===== src/rtl/rtg_pkg.sv =====
package rtg_pkg;
  localparam int unsigned SEL_W     = 3;
  localparam int unsigned NUM_RATES = 1 << SEL_W;

  // reference rate in units of 1/8 Hz, so non-integer kHz rates stay exact
  function automatic int unsigned rate_x8(input logic [SEL_W-1:0] code);
    case (code)
      3'd0: rate_x8 = 8000;
      3'd1: rate_x8 = 24000;
      3'd2: rate_x8 = 40000;
      3'd3: rate_x8 = 25000;
      3'd4: rate_x8 = 50000;
      3'd5: rate_x8 = 100000;
      3'd6: rate_x8 = 120000;
      default: rate_x8 = 200000;
    endcase
  endfunction

  function automatic int unsigned ref_ratio(input int unsigned xtal_hz,
                                            input logic [SEL_W-1:0] code);
    ref_ratio = (xtal_hz * 8) / rate_x8(code);
  endfunction

  function automatic int unsigned max_ratio(input int unsigned xtal_hz);
    max_ratio = 0;
    for (int i = 0; i < NUM_RATES; i++)
      if (ref_ratio(xtal_hz, SEL_W'(i)) > max_ratio)
        max_ratio = ref_ratio(xtal_hz, SEL_W'(i));
  endfunction
endpackage


===== src/rtl/ref_divider.sv =====
module ref_divider #(
  parameter int unsigned XTAL_HZ = 75000
) (
  input  logic                      clk,
  input  logic                      rst,
  input  logic [rtg_pkg::SEL_W-1:0] sel,
  input  logic                      hold,
  output logic                      pulse
);
  localparam int unsigned MAXR = rtg_pkg::max_ratio(XTAL_HZ);
  localparam int unsigned CW   = $clog2(MAXR + 1);

  logic [rtg_pkg::SEL_W-1:0] sel_q;
  logic [CW-1:0]             cnt;
  logic [CW-1:0]             lim;
  logic                      at_lim;

  always_comb begin
    lim    = CW'(rtg_pkg::ref_ratio(XTAL_HZ, sel_q) - 1);
    at_lim = (cnt == lim);
  end

  always_ff @(posedge clk) begin
    if (rst) begin
      sel_q <= sel;
      cnt   <= '0;
      pulse <= 1'b0;
    end else if (sel != sel_q) begin
      sel_q <= sel;
      cnt   <= '0;
      pulse <= 1'b0;
    end else if (hold) begin
      pulse <= 1'b0;
    end else begin
      pulse <= at_lim;
      cnt   <= at_lim ? '0 : cnt + 1'b1;
    end
  end

  // a tick never lasts more than one cycle
  a_r3_single_cycle: assert property (@(posedge clk) disable iff (rst)
    pulse |=> !pulse);
  // a frozen counter produces no tick
  a_r8_hold_no_pulse: assert property (@(posedge clk) disable iff (rst)
    (hold && sel == sel_q) |=> (!pulse && cnt == $past(cnt)));
endmodule


===== src/rtl/tb_divider.sv =====
module tb_divider #(
  parameter int unsigned DIV = 9375
) (
  input  logic clk,
  input  logic rst,
  output logic wave
);
  localparam int unsigned CW   = $clog2(DIV);
  localparam int unsigned HALF = DIV / 2;

  logic [CW-1:0] cnt;
  logic          wrap;
  logic          mid;

  always_comb begin
    wrap = (cnt == CW'(DIV - 1));
    mid  = (cnt == CW'(HALF - 1));
  end

  always_ff @(posedge clk) begin
    if (rst) begin
      cnt  <= '0;
      wave <= 1'b0;
    end else begin
      cnt <= wrap ? '0 : cnt + 1'b1;
      if (wrap || mid) wave <= ~wave;
    end
  end

  // rising edge lands at the half point, falling edge at the wrap
  a_r5_rise_at_half: assert property (@(posedge clk) disable iff (rst)
    $rose(wave) |-> (cnt == CW'(HALF)));
  a_r5_fall_at_wrap: assert property (@(posedge clk) disable iff (rst)
    $fell(wave) |-> (cnt == '0));
endmodule


===== src/rtl/pin_mux.sv =====
module pin_mux (
  input  logic clk,
  input  logic rst,
  input  logic tb_en,
  input  logic tb_wave,
  input  logic port_bit,
  output logic pin_low
);
  always_ff @(posedge clk) begin
    if (rst) pin_low <= 1'b0;
    else     pin_low <= tb_en ? tb_wave : port_bit;
  end

  // data bit drives the pin when the timebase is off
  a_r6_pin_data: assert property (@(posedge clk) disable iff (rst)
    !tb_en |=> (pin_low == $past(port_bit)));
  // timebase owns the pin when enabled
  a_r7_pin_wave: assert property (@(posedge clk) disable iff (rst)
    tb_en |=> (pin_low == $past(tb_wave)));
endmodule


===== src/rtl/ref_tbase_gen.sv =====
module ref_tbase_gen #(
  parameter int unsigned XTAL_HZ = 75000,
  parameter int unsigned TB_HZ   = 8
) (
  input  logic       clk,
  input  logic       rst,
  input  logic [2:0] ref_sel,
  input  logic       tb_en,
  input  logic       port_bit,
  input  logic       inhibit,
  output logic       ref_pulse,
  output logic       tb_wave,
  output logic       pin_low
);
  localparam int unsigned TB_DIV = XTAL_HZ / TB_HZ;

  ref_divider #(.XTAL_HZ(XTAL_HZ)) u_ref (
    .clk(clk), .rst(rst), .sel(ref_sel), .hold(inhibit), .pulse(ref_pulse)
  );

  tb_divider #(.DIV(TB_DIV)) u_tb (
    .clk(clk), .rst(rst), .wave(tb_wave)
  );

  pin_mux u_pin (
    .clk(clk), .rst(rst), .tb_en(tb_en), .tb_wave(tb_wave),
    .port_bit(port_bit), .pin_low(pin_low)
  );

  // a select change kills any tick in the following cycle
  a_r4_restart_quiet: assert property (@(posedge clk) disable iff (rst)
    (ref_sel != $past(ref_sel)) |=> !ref_pulse);
endmodule


===== config.mk =====
export PLATFORM = sky130hd
export DESIGN_NAME = ref_tbase_gen
export DESIGN_NICKNAME = d
export VERILOG_FILES = /design/src/rtl/rtg_pkg.sv /design/src/rtl/ref_divider.sv /design/src/rtl/tb_divider.sv /design/src/rtl/pin_mux.sv /design/src/rtl/ref_tbase_gen.sv
export SDC_FILE = /design/constraint.sdc
export NUM_CORES = 1
export LEC_CHECK = 0
export ABC_AREA = 1
export CAP_MARGIN = 20
export CELL_PAD_IN_SITES_DETAIL_PLACEMENT = 1
export CELL_PAD_IN_SITES_GLOBAL_PLACEMENT = 2
export CORE_MARGIN = 3
export CORE_UTILIZATION = 25
export DETAILED_ROUTE_END_ITERATION = 6
export PLACE_DENSITY = 0.59
export SLEW_MARGIN = 30
export SYNTH_ARGS = -nofsm -noshare
export SYNTH_HDL_FRONTEND = slang
export SYNTH_SLANG_ARGS = --single-unit
export TNS_END_PERCENT = 100

===== constraint.sdc =====
create_clock -name clk -period 80.1 [get_ports clk]
set_input_delay 12.015 -clock clk [delete_from_list [all_inputs] [get_ports clk]]
set_output_delay 12.015 -clock clk [all_outputs]
set_load 0.005 [all_outputs]

==> results by stage <==
STA:
- For this run, the top clock speed supported by timing is 0.0194 GHz.
- The number of slew-limit violations in the final report came to 0.
- Clock skew on the completed layout was measured at 0.0132 ns.
- The final hold slack is 0.503 ns.
- The worst-case headroom to the max-slew limit is 0.489.
- Setup total negative slack on the finished layout was measured at 0 ns.
- Of the available clock period, the critical path in the final layout requires 0.645.
- The count of final setup violators is 0.
- The worst-case setup margin in the final layout is 28.47 ns.
- Setup repair after global routing left no endpoint under its margin.
- The final number of hold-violating endpoints is 0.
- For the pin with the worst max-slew slack, the measured transition is 0.758 ns.
- The shortest period the worst path allows is 51.63 ns.

Finish:
- The number of antenna diodes in the final layout is 0.
- Leaving out fill and tap cells, the most frequent cell in the layout is sky130_fd_sc_hd__nand2_1.
- The area growth from synthesis to final layout is 5.39%.
- The filler cells instantiated in the layout total 10.2k.
- Of the cells placed in the final design, the portion with a size suffix greater than 1 is 0.101.
- In the final design database the tool counted 3573 nets.
- The library cells used most frequently in the layout, excluding fill and tap cells, are sky130_fd_sc_hd__nand2_1, sky130_fd_sc_hd__inv_1, sky130_fd_sc_hd__nand3_1.
- The finished layout holds 4358 standard cells, fillers aside.

Clock tree:
- The post-cts resize count is 0.
- The count of hold buffers inserted by post-cts repair is 0.
- After clock tree synthesis, the setup repair step added 0 buffers.
- The later pin in the worst-skew pair is clocked with a latency of 0.27 ns.
- The TritonCTS clock tree is built.
- Clock tree synthesis inserted a total of 3 buffers.
- CTS saw 27 sinks.
- The post-CTS clock slew at the launch and capture registers of the worst setup and hold paths is 0.08 ns.
- The maximum buffer depth of the clock tree is 2.
- CTS built an H-tree with a depth of 1.
- The root buffer cell chosen for the clock tree is sky130_fd_sc_hd__clkbuf_16.

Setup path:
- By instance count, the cell type seen most on the critical path is sky130_fd_sc_hd__nand2_1.
- The maximum fanout count along the critical path is 33.
- On the worst path, the slowest cell contributes a delay of 0.60 ns.
- The worst setup path is launched from a flip-flop.
- STA puts the critical path data required time at 80.26 ns.
- The master of the slowest instance on the critical path is sky130_fd_sc_hd__a31oi_1.
- The worst setup path is of the flip-flop to flip-flop kind.
- The signal arrival time at the worst endpoint is 51.79 ns.
- The worst setup path is captured at a flip-flop.
- Grouping stages by cell kind, the critical path spends the most delay in compound AO/OA/AOI/OAI gates.
- Counting both buffers and inverters, the worst setup path holds a total of 41.

Logic synthesis:
- The share of the synthesized area in the top cell type is 0.171.
- The primary flip-flop cell chosen by synthesis mapping is sky130_fd_sc_hd__dfxtp_1.
- For this run, the register share of the synthesized area comes to 0.0292.
- By area the synthesized netlist is led by sky130_fd_sc_hd__nand2_1, sky130_fd_sc_hd__ha_1, sky130_fd_sc_hd__inv_1, sky130_fd_sc_hd__nand3_1, sky130_fd_sc_hd__o21ai_0.
- After technology mapping, the gate count stands at 3347.
- The fraction of registers with async set or reset after synthesis is 0.
- The count of cell types in the netlist is 76.
- The post-synthesis area per instance is 5.83 um2.
- The area of the mapped netlist is 19500 um2.
- The number of warnings printed during yosys synthesis is 0.
- The biggest area contributor in the post-synthesis netlist is sky130_fd_sc_hd__nand2_1.
- Synthesis inferred 27 register bits.
- Counting flops with a built-in enable in the synthesized netlist gives 3.

Place:
- The count of buffers inserted at the top-level ports is 10.
- Routability-driven placement finished with a final weighted congestion of 0.851.
- Summed over all nets, the half-perimeter wirelength after detailed placement is 67.5 mm.
- The number of placed instances, taps included, is 4354.
- OpenSTA, run right after detailed placement, puts the worst setup slack at 28.71 ns.

Run:
- The max-capacitance violation count is 0.

Die:
- The die outline height is 285 um.
- The initial utilization of the core area, before any placement, comes to 0.255.
- The overall die width is 285 um.
- The die footprint is 81400 um2.
- 11 I/O pins were placed.
- Row generation in the floorplan step produced 101 rows.
- The core box area is 76600 um2.

Drt:
- The total wire length is 83.3 mm.
- The vias per cell is 4.95.
- The remaining routing DRC violations is 0.
- The number of detailed-route iterations in the first pass is 4.
- The via count is 21.6k.
- In the final routed layout, each cell accounts on average for 19.1 um.
- For this block, the initial DRC count from the detailed router was 954.
- The antenna violation net count after detailed routing is 0.

Outcome:
- The run finished with clean final reports.

Global routing:
- The via count of the first global-routing pass is 22.6k.
- The first global-routing pass estimated 130 mm of wire.
- The initial antenna violation count was 0.
- The global route total overflow is 0.
- The combined global-route utilization of all metal layers is 0.200.
- Entering global routing, the biggest net connects 37 pins.

Worst hold path:
- The class of the tightest hold or removal check is flip-flop to flip-flop.
[kinds of logic after synthesis]
family | share of synthesized area
simple gates | 0.467
buf+inv | 0.127
xor+xnor | 0.0763
mux | 0.000513
fa+ha+maj | 0.153
flops | 0.0292
other cells | 0.000385
compound gates | 0.147
[per-stage QoR]
step / util / cell area [um2]
floorplan: - / 19500
global placement: 0.267 / 20500
detailed placement: 0.267 / 20500
CTS: 0.268 / 20600
global route: 0.268 / 20600
finish: 0.268 / 20600
[Yosys cell counts (all sizes together) (4+ instances only)]
master  count
o21a       11
nor2      281
nand4     105
ha        233
o21ai     224
a31oi      14
nand3b     22
and2        5
o31ai       4
nor3b       6
a21oi     205
nor3       50
nand2    1008
xor2      115
a21o       13
o211ai      9
buf        55
inv       458
clkbuf     13
o21bai     22
a21boi      5
clkinv      5
nor4       13
dfxtp      24
nand3     335
or2        27
xnor2      54
[routing by layer]
metal,GRT usage,share of wire,vias to the layer above
met2,0.341,0.45,210
li1,-,-,11000
met4,0.0196,0.010,0
met5,0,0,-
met3,0.00855,0.018,46
met1,0.289,0.52,10300
[worst paths after layout]
kind	startpoint	to	slack (ns)	depth (start not counted)
worst max-delay path	u_ref.sel_q[1]	u_ref.cnt[5]	28.47	304
worst min register to register	u_tb.cnt[0]	u_tb.cnt[0]	0.50	1
worst max register to register	u_ref.sel_q[1]	u_ref.cnt[5]	28.47	304
worst min-delay path	u_tb.cnt[0]	u_tb.cnt[0]	0.50	1
[flip-flops by register name (all words and copies together), names as in the netlist]
name,cells
u_tb.cnt,14
u_ref.cnt,7
u_ref.sel_q,3
u_pin.pin_low,1
u_ref.pulse,1
u_tb.wave,1
[worst register-to-register path, delay by kind of cell, from the launching register on]
kind / cells / cell delay (ns)
adder cells (fa/ha/maj): 23 / 7.72
flip-flops: 1 / 0.57
AO/OA/AOI/OAI: 90 / 18.49
buffers and inverters: 41 / 6.04
AND/OR/NAND/NOR: 147 / 17.93
multiplexers: 1 / 0.45
XOR/XNOR: 2 / 0.32
[layout make-up]
type,instances,area [um2],area share
Inverter,465,1810,0.0879
Timing Repair Buffer,34,280,0.0136
Clock buffer,4,78.8,0.00383
Sequential cell,27,571,0.0278
Tap cell,1030,1290,0.0627
Multi-Input combinational cell,2798,16500,0.804
Power is not shown: default switching activity piles up to over one toggle a cycle in this logic, so the estimate is an artifact.
